<file path="src/rtl/cfgld_pkg.sv">
package cfgld_pkg;
    localparam int unsigned WORD_W = 32;

    localparam logic [3:0] OP_DEVID = 4'h1;
    localparam logic [3:0] OP_FRAME = 4'h2;

    localparam logic [WORD_W-1:0] CRC_POLY = 32'h04C11DB7;
    localparam logic [WORD_W-1:0] CRC_SEED = 32'hFFFFFFFF;

    typedef enum logic [3:0] {
        LD_HUNT,
        LD_ID_HDR,
        LD_ID_VAL,
        LD_FR_HDR,
        LD_FR_DATA,
        LD_CRC,
        LD_TRAIL,
        LD_DONE,
        LD_FAIL
    } ld_state_e;

    typedef struct packed {
        logic [3:0]  opcode;
        logic [11:0] spare;
        logic [15:0] count;
    } pkt_hdr_t;

    // Shift one word into the running CRC, most significant bit first.
    function automatic logic [WORD_W-1:0] crc32_step(
        input logic [WORD_W-1:0] cur,
        input logic [WORD_W-1:0] w
    );
        logic [WORD_W-1:0] c;
        logic              fb;
        c = cur;
        for (int i = WORD_W - 1; i >= 0; i--) begin
            fb = c[WORD_W-1] ^ w[i];
            c  = {c[WORD_W-2:0], 1'b0};
            if (fb) c = c ^ CRC_POLY;
        end
        return c;
    endfunction
endpackage

</file>
<file path="src/rtl/cfgld_crc.sv">
module cfgld_crc
    import cfgld_pkg::*;
(
    input  logic              clk,
    input  logic              rst,
    input  logic              clr,
    input  logic              en,
    input  logic [WORD_W-1:0] word,
    output logic [WORD_W-1:0] crc
);
    logic [WORD_W-1:0] crc_q;

    always_ff @(posedge clk) begin
        if (rst || clr) crc_q <= CRC_SEED;
        else if (en)    crc_q <= crc32_step(crc_q, word);
    end

    assign crc = crc_q;

    // a restart always lands on the seed value
    p_seed_on_clear_r8: assert property (@(posedge clk) disable iff (rst)
        clr |=> crc == CRC_SEED);
endmodule

</file>
<file path="src/rtl/cfgld_frame_buf.sv">
module cfgld_frame_buf
    import cfgld_pkg::*;
#(
    parameter int unsigned FRAME_WORDS = 8,
    parameter int unsigned ADDR_W      = 8
) (
    input  logic                          clk,
    input  logic                          rst,
    input  logic                          data_en,
    input  logic [WORD_W-1:0]             word,
    output logic                          wr_en,
    output logic [ADDR_W-1:0]             wr_addr,
    output logic [FRAME_WORDS*WORD_W-1:0] wr_data
);
    localparam int unsigned IDX_W = (FRAME_WORDS > 2) ? $clog2(FRAME_WORDS) : 1;
    localparam logic [IDX_W-1:0] LAST_IDX = IDX_W'(FRAME_WORDS - 1);

    logic [FRAME_WORDS-2:0][WORD_W-1:0] slot_q;
    logic [FRAME_WORDS-1:0][WORD_W-1:0] out_q;
    logic [IDX_W-1:0]                   idx_q;
    logic                               wr_q;
    logic [ADDR_W-1:0]                  addr_q;
    logic                               last_beat;

    assign last_beat = data_en && (idx_q == LAST_IDX);

    always_ff @(posedge clk) begin
        if (rst)            idx_q <= '0;
        else if (last_beat) idx_q <= '0;
        else if (data_en)   idx_q <= idx_q + 1'b1;
    end

    // One holding register per early word of the frame.
    for (genvar g = 0; g < FRAME_WORDS - 1; g++) begin : g_slot
        always_ff @(posedge clk) begin
            if (rst)                                  slot_q[g] <= '0;
            else if (data_en && idx_q == IDX_W'(g))   slot_q[g] <= word;
        end
    end

    always_ff @(posedge clk) begin
        if (rst) begin
            out_q <= '0;
        end else if (last_beat) begin
            for (int k = 0; k < FRAME_WORDS - 1; k++) out_q[k] <= slot_q[k];
            out_q[FRAME_WORDS-1] <= word;
        end
    end

    always_ff @(posedge clk) begin
        if (rst) begin
            wr_q   <= 1'b0;
            addr_q <= '0;
        end else begin
            wr_q <= last_beat;
            if (wr_q) addr_q <= addr_q + 1'b1;
        end
    end

    assign wr_en   = wr_q;
    assign wr_addr = addr_q;
    assign wr_data = out_q;

    // a frame commit strobe lasts exactly one cycle
    p_single_strobe_r6: assert property (@(posedge clk) disable iff (rst)
        wr_en |=> !wr_en);
    // the frame address steps by one after each commit
    p_addr_step_r7: assert property (@(posedge clk) disable iff (rst)
        wr_en |=> wr_addr == $past(wr_addr) + 1'b1);
    // a commit follows a data beat in the previous cycle
    p_commit_after_data_r6: assert property (@(posedge clk) disable iff (rst)
        wr_en |-> $past(data_en));
endmodule

</file>
<file path="src/rtl/cfgld_ctrl.sv">
module cfgld_ctrl
    import cfgld_pkg::*;
#(
    parameter logic [WORD_W-1:0] SYNC_WORD    = 32'hAA995566,
    parameter logic [WORD_W-1:0] DEVICE_ID    = 32'h0A5C1234,
    parameter logic [WORD_W-1:0] TRAILER_WORD = 32'h30000000,
    parameter int unsigned       FRAME_WORDS  = 8
) (
    input  logic              clk,
    input  logic              rst,
    input  logic              in_valid,
    input  logic [WORD_W-1:0] in_word,
    input  logic [WORD_W-1:0] crc_val,
    output logic              crc_clr,
    output logic              crc_en,
    output logic              data_en,
    output logic              done,
    output logic              error
);
    ld_state_e   state_q, state_d;
    logic [15:0] rem_q, rem_d;
    pkt_hdr_t    hdr;
    logic        count_ok;

    assign hdr      = pkt_hdr_t'(in_word);
    assign count_ok = (hdr.count != 16'd0) &&
                      ((hdr.count % 16'(FRAME_WORDS)) == 16'd0);

    always_comb begin
        state_d = state_q;
        rem_d   = rem_q;
        crc_clr = 1'b0;
        crc_en  = 1'b0;
        data_en = 1'b0;
        if (in_valid) begin
            unique case (state_q)
                LD_HUNT: begin
                    if (in_word == SYNC_WORD) begin
                        crc_clr = 1'b1;
                        state_d = LD_ID_HDR;
                    end
                end
                LD_ID_HDR: begin
                    crc_en  = 1'b1;
                    state_d = (hdr.opcode == OP_DEVID) ? LD_ID_VAL : LD_FAIL;
                end
                LD_ID_VAL: begin
                    crc_en  = 1'b1;
                    state_d = (in_word == DEVICE_ID) ? LD_FR_HDR : LD_FAIL;
                end
                LD_FR_HDR: begin
                    crc_en = 1'b1;
                    if (hdr.opcode == OP_FRAME && count_ok) begin
                        rem_d   = hdr.count;
                        state_d = LD_FR_DATA;
                    end else begin
                        state_d = LD_FAIL;
                    end
                end
                LD_FR_DATA: begin
                    crc_en  = 1'b1;
                    data_en = 1'b1;
                    rem_d   = rem_q - 16'd1;
                    if (rem_q == 16'd1) state_d = LD_CRC;
                end
                LD_CRC: begin
                    state_d = (in_word == crc_val) ? LD_TRAIL : LD_FAIL;
                end
                LD_TRAIL: begin
                    state_d = (in_word == TRAILER_WORD) ? LD_DONE : LD_FAIL;
                end
                LD_DONE: state_d = LD_DONE;
                LD_FAIL: state_d = LD_FAIL;
                default: state_d = LD_FAIL;
            endcase
        end
    end

    always_ff @(posedge clk) begin
        if (rst) begin
            state_q <= LD_HUNT;
            rem_q   <= '0;
        end else begin
            state_q <= state_d;
            rem_q   <= rem_d;
        end
    end

    assign done  = (state_q == LD_DONE);
    assign error = (state_q == LD_FAIL);

    // non-sync words seen while hunting keep the loader hunting
    p_hunt_ignores_r2: assert property (@(posedge clk) disable iff (rst)
        (state_q == LD_HUNT && (!in_valid || in_word != SYNC_WORD))
        |=> state_q == LD_HUNT);
    // failure is held until reset
    p_fail_sticky_r10: assert property (@(posedge clk) disable iff (rst)
        error |=> error);
    // completion is held until reset
    p_done_sticky_r10: assert property (@(posedge clk) disable iff (rst)
        done |=> done);
    // an idle beat never moves the loader
    p_idle_hold_r12: assert property (@(posedge clk) disable iff (rst)
        !in_valid |=> $stable(state_q));
    // frame data is only taken after the identity checks
    p_data_after_id_r4: assert property (@(posedge clk) disable iff (rst)
        data_en |-> state_q == LD_FR_DATA);
endmodule

</file>
<file path="src/rtl/cfg_stream_loader.sv">
module cfg_stream_loader
    import cfgld_pkg::*;
#(
    parameter logic [31:0] SYNC_WORD    = 32'hAA995566,
    parameter logic [31:0] DEVICE_ID    = 32'h0A5C1234,
    parameter logic [31:0] TRAILER_WORD = 32'h30000000,
    parameter int unsigned FRAME_WORDS  = 8,
    parameter int unsigned ADDR_W       = 8
) (
    input  logic                      clk,
    input  logic                      rst,
    input  logic                      in_valid,
    input  logic [31:0]               in_word,
    output logic                      wr_en,
    output logic [ADDR_W-1:0]         wr_addr,
    output logic [FRAME_WORDS*32-1:0] wr_data,
    output logic                      done,
    output logic                      error
);
    logic              crc_clr;
    logic              crc_en;
    logic              data_en;
    logic [WORD_W-1:0] crc_val;

    cfgld_ctrl #(
        .SYNC_WORD   (SYNC_WORD),
        .DEVICE_ID   (DEVICE_ID),
        .TRAILER_WORD(TRAILER_WORD),
        .FRAME_WORDS (FRAME_WORDS)
    ) ctrl_i (
        .clk     (clk),
        .rst     (rst),
        .in_valid(in_valid),
        .in_word (in_word),
        .crc_val (crc_val),
        .crc_clr (crc_clr),
        .crc_en  (crc_en),
        .data_en (data_en),
        .done    (done),
        .error   (error)
    );

    cfgld_crc crc_i (
        .clk (clk),
        .rst (rst),
        .clr (crc_clr),
        .en  (crc_en),
        .word(in_word),
        .crc (crc_val)
    );

    cfgld_frame_buf #(
        .FRAME_WORDS(FRAME_WORDS),
        .ADDR_W     (ADDR_W)
    ) fbuf_i (
        .clk    (clk),
        .rst    (rst),
        .data_en(data_en),
        .word   (in_word),
        .wr_en  (wr_en),
        .wr_addr(wr_addr),
        .wr_data(wr_data)
    );

    // completion and failure exclude each other
    p_done_err_excl_r9: assert property (@(posedge clk) disable iff (rst)
        !(done && error));
    // no memory write once the outcome is decided
    p_no_write_when_settled_r10: assert property (@(posedge clk) disable iff (rst)
        wr_en |-> !error && !done);
endmodule

</file>
<file path="config.mk">
export PLATFORM = sky130hd
export DESIGN_NAME = cfg_stream_loader
export DESIGN_NICKNAME = d
export VERILOG_FILES = /design/src/rtl/cfgld_pkg.sv /design/src/rtl/cfgld_crc.sv /design/src/rtl/cfgld_frame_buf.sv /design/src/rtl/cfgld_ctrl.sv /design/src/rtl/cfg_stream_loader.sv
export SDC_FILE = /design/constraint.sdc
export NUM_CORES = 1
export LEC_CHECK = 0
export BUFFER_PORTS_ARGS = -buffer_cell sky130_fd_sc_hd__buf_2
export CAP_MARGIN = 5
export CORE_ASPECT_RATIO = 0.6
export CORE_MARGIN = 2
export CORE_UTILIZATION = 62
export DETAILED_ROUTE_END_ITERATION = 6
export HOLD_SLACK_MARGIN = 0.1
export PLACE_DENSITY = 0.85
export REMOVE_ABC_BUFFERS = 1
export SYNTH_ARGS = -nofsm -noshare
export SYNTH_HDL_FRONTEND = slang
export SYNTH_HIERARCHICAL = 1
export SYNTH_SLANG_ARGS = --single-unit
export TNS_END_PERCENT = 50
</file>
<file path="constraint.sdc">
create_clock -name clk -period 6 [get_ports clk]
set_input_delay 0.3 -clock clk [delete_from_list [all_inputs] [get_ports clk]]
set_output_delay 0.3 -clock clk [all_outputs]
set_load 0.05 [all_outputs]
</file>
==> impl_metrics.env <==
export IMPL_critical_path_arrival_ps=4690
export IMPL_grt_pass1_vias=17500
export IMPL_synth_sequential_area_ratio=0.482
export IMPL_core_area_um2=36100
export IMPL_clkSlewWorstSetupHoldPaths_ps=70
export IMPL_clock_path_buffers=3
export IMPL_critPathLaunchType="flip-flop"
export IMPL_grt_pass1_wl_mm=103
export IMPL_synth_area_per_cell_um2=9.80
export IMPL_power_per_cell_area_nw_per_um2=445
export IMPL_synth_ff_latch_count=544
export IMPL_port_buffers=301
export IMPL_timing_max_cap_violations=0
export IMPL_ff_latch_area_um2=10900
export IMPL_min_period_ps=4240
export IMPL_drt_total_wl_mm=68.7
export IMPL_die_height_um=152
export IMPL_fraction_of_the_mapped_netlist_area_in_compound_gates=0.180
export IMPL_post_synth_xor_area_fraction=0.154
export IMPL_clock_skew_ps=11.4
export IMPL_place_detailed_hpwl_mm=44.9
export IMPL_yosys_warnings=6
export IMPL_synth_lib_cells_used_distinct=82
export IMPL_slew_limit_headroom=0.280
export IMPL_worst_setup_path_end_kind="flip-flop"
export IMPL_synth_top_cell_area_share=0.482
export IMPL_drc=0
export IMPL_pins_over_slew_limit=0
export IMPL_cts_setup_buffers=0
export IMPL_fin_setup_tns_ps=0
export IMPL_insertion_delay_ps=580
export IMPL_fmax_mhz=236
export IMPL_antenna_violating_nets_post_route=0
export IMPL_synthAdderAreaFrac=0.00498
export IMPL_syn_cell_area_um2=22600
export IMPL_hold_violations=0
export IMPL_floorplan_die_width_um=251
export IMPL_rsz0062_at_grt="false"
export IMPL_layout_cells_most_common_list="544 x sky130_fd_sc_hd__dfxtp_1, 496 x sky130_fd_sc_hd__nand2_1, 300 x sky130_fd_sc_hd__buf_2"
export IMPL_syn2layout_area_growth_pct=12.6
export IMPL_worstHoldPathType="primary input to flip-flop"
export IMPL_post_synth_and_or_nand_nor_area_fraction=0.128
export IMPL_status="complete, no violations"
export IMPL_grt_antenna_before_repair=1
export IMPL_multi_input_area_um2=10600
export IMPL_final_util=0.705
export IMPL_cts_num_sinks=544
export IMPL_hold_worst_slack_ps=115
export IMPL_tritoncts="built"
export IMPL_max_slew_worst_pin_slew_ps=1080
export IMPL_routedWlPerCell_um=22.9
export IMPL_drt_vias_per_instance=6.12
export IMPL_p_leak_nw=10.3
export IMPL_p_total_w=0.0113
export IMPL_crit_path_max_fanout=6
export IMPL_setup_violations=0
export IMPL_final_nets=2535
export IMPL_most_common_flop_cell_mapped_by_yosys="sky130_fd_sc_hd__dfxtp_1"
export IMPL_postPlaceCellArea_um2=23900
export IMPL_drt_first_iter_violations=1965
export IMPL_synth_area_top_cells="sky130_fd_sc_hd__dfxtp_1 48%, sky130_fd_sc_hd__a22o_1 10%, sky130_fd_sc_hd__nand2_1 8.2%"
export IMPL_io_pins=302
export IMPL_commonest_non_fill_non_tap_cell_in_the_layout="sky130_fd_sc_hd__dfxtp_1"
export IMPL_first_pass_iters=6
export IMPL_grt_start_max_net_pins=93
export IMPL_largest_family_of_logic_cells_by_synthesized_area="compound AO/OA/AOI/OAI gates"
export IMPL_initial_core_util=0.626
export IMPL_globalplace_congestion=1.02
export IMPL_worstPathRequired_ps=6460
export IMPL_path_class="flip-flop to flip-flop"
export IMPL_netlist_top_cell_by_area="sky130_fd_sc_hd__dfxtp_1"
export IMPL_die_area_um2=38100
export IMPL_num_rows=54
export IMPL_overall_via_count_from_detail_route=18400
export IMPL_irDropWorstVdd_v=0.000476
export IMPL_layout_worst_path_cycle_share=0.706
export IMPL_synth_edf_count=0
export IMPL_synthCells=2307
export IMPL_n_fill_cell=2691
export IMPL_ctsHtreeMaxLevel=2
export IMPL_cts_buffers=47
export IMPL_final_layout_size_suffix_gt1_frac=0.180
export IMPL_cts_root_buf="sky130_fd_sc_hd__clkbuf_16"
export IMPL_grt_ovfl_total=0
export IMPL_yosys_mux_area_fraction=0.00133
export IMPL_final_design_area_no_fill_um2=25500
export IMPL_global_route_usage_over_all_layers=0.348
export IMPL_synth_async_reset_ratio=0
-- state kept, by name, indices dropped and copies added (netlist names) --
name	cells
fbuf_i/wr_data	256
fbuf_i/slot_q	224
crc_i/crc	32
ctrl_i/rem_q	16
fbuf_i/wr_addr	8
ctrl_i/state_q	4
fbuf_i/idx_q	3
fbuf_i/wr_en	1
-- kinds of logic (layout without fill, tap and decap cells) --
logic type	Yosys count	after routing
buffers and inverters	202	421
adders and majority gates	9	9
muxes	3	3
and+or+nand+nor	667	667
other	0	1
xor gates and xnor gates	296	296
DFF	544	544
AOI/OAI and AO/OA	586	586
-- per-stage QoR --
stage,worst slack [ps],cells
floorplan,-2130,2117
global placement,1790,2917
detailed placement,1720,2917
CTS,1900,3002
global route,1650,3002
finish,1760,3003
-- worst paths after layout --
kind / startpoint / endpoint / slack, ps / cells past startpoint
max: crc_i/crc[26] / crc_i/crc[5] / 1760 / 9
min: in_word[17] / fbuf_i/slot_q[145] / 110 / 3
min reg2reg: fbuf_i/slot_q[25] / fbuf_i/slot_q[25] / 450 / 2
max reg2reg: crc_i/crc[26] / crc_i/crc[5] / 1760 / 9
-- cells in the mapped netlist, types with 4 or more instances --
cell,n
sky130_fd_sc_hd__a21oi_1,257
sky130_fd_sc_hd__a22o_1,258
sky130_fd_sc_hd__a32o_1,4
sky130_fd_sc_hd__and3_1,6
sky130_fd_sc_hd__and3b_1,4
sky130_fd_sc_hd__buf_2,95
sky130_fd_sc_hd__buf_4,50
sky130_fd_sc_hd__buf_6,6
sky130_fd_sc_hd__clkbuf_1,36
sky130_fd_sc_hd__dfxtp_1,544
sky130_fd_sc_hd__ha_1,9
sky130_fd_sc_hd__inv_1,12
sky130_fd_sc_hd__nand2_1,497
sky130_fd_sc_hd__nand3_1,12
sky130_fd_sc_hd__nand4_1,15
sky130_fd_sc_hd__nor2_1,56
sky130_fd_sc_hd__nor3_1,26
sky130_fd_sc_hd__nor4_1,10
sky130_fd_sc_hd__o211ai_1,7
sky130_fd_sc_hd__o21ai_0,22
sky130_fd_sc_hd__o21ai_2,4
sky130_fd_sc_hd__or3_1,4
sky130_fd_sc_hd__xnor2_1,189
sky130_fd_sc_hd__xnor2_2,11
sky130_fd_sc_hd__xnor2_4,5
sky130_fd_sc_hd__xnor3_1,36
sky130_fd_sc_hd__xor2_1,41
sky130_fd_sc_hd__xor3_1,5
-- what timing repair did --
item,in CTS,in global routing
setup endpoints to repair,0,0
resized for setup,0,0
hold buffers,1,0
endpoints found under the hold margin,2,0
-- layer usage --
| layer | track usage | vias to the layer above | wire length, um | part of all wire |
|---|---|---|---|---|
| met4 | 0.0978 | 0 | 2020 | 0.029 |
| li1 | - | 8299 | - | - |
| met3 | 0.0942 | 145 | 8260 | 0.12 |
| met2 | 0.516 | 1035 | 29200 | 0.42 |
| met1 | 0.500 | 8912 | 29300 | 0.43 |
| met5 | 0 | - | 0 | 0 |
-- area by class of cell --
class,instances,area share
Antenna cell,1,0.0000983
Timing Repair Buffer,325,0.0686
Sequential cell,544,0.428
Inverter,12,0.00177
Tap cell,476,0.0234
Multi-Input combinational cell,1561,0.417
Clock inverter,19,0.0107
Clock buffer,65,0.0504
-- worst max-delay path, cell delays in order (launching register included) --
cell                      delay, ps
sky130_fd_sc_hd__dfxtp_1        610
sky130_fd_sc_hd__xor2_1         410
sky130_fd_sc_hd__xnor3_1        590
sky130_fd_sc_hd__xnor2_2        260
sky130_fd_sc_hd__xnor2_1        490
sky130_fd_sc_hd__xor2_4         210
sky130_fd_sc_hd__xnor2_2        570
sky130_fd_sc_hd__xnor3_1        580
sky130_fd_sc_hd__nor4_1         280
sky130_fd_sc_hd__nor3_1         100
-- power by group --
part	total, W	internal [W]	switching, W
Clock	0.00312	0.00173	0.00138
Sequential	0.00361	0.00361	0.0000000000000741
Combinational	0.00460	0.00224	0.00237
Power figures use the tool's default switching activity.
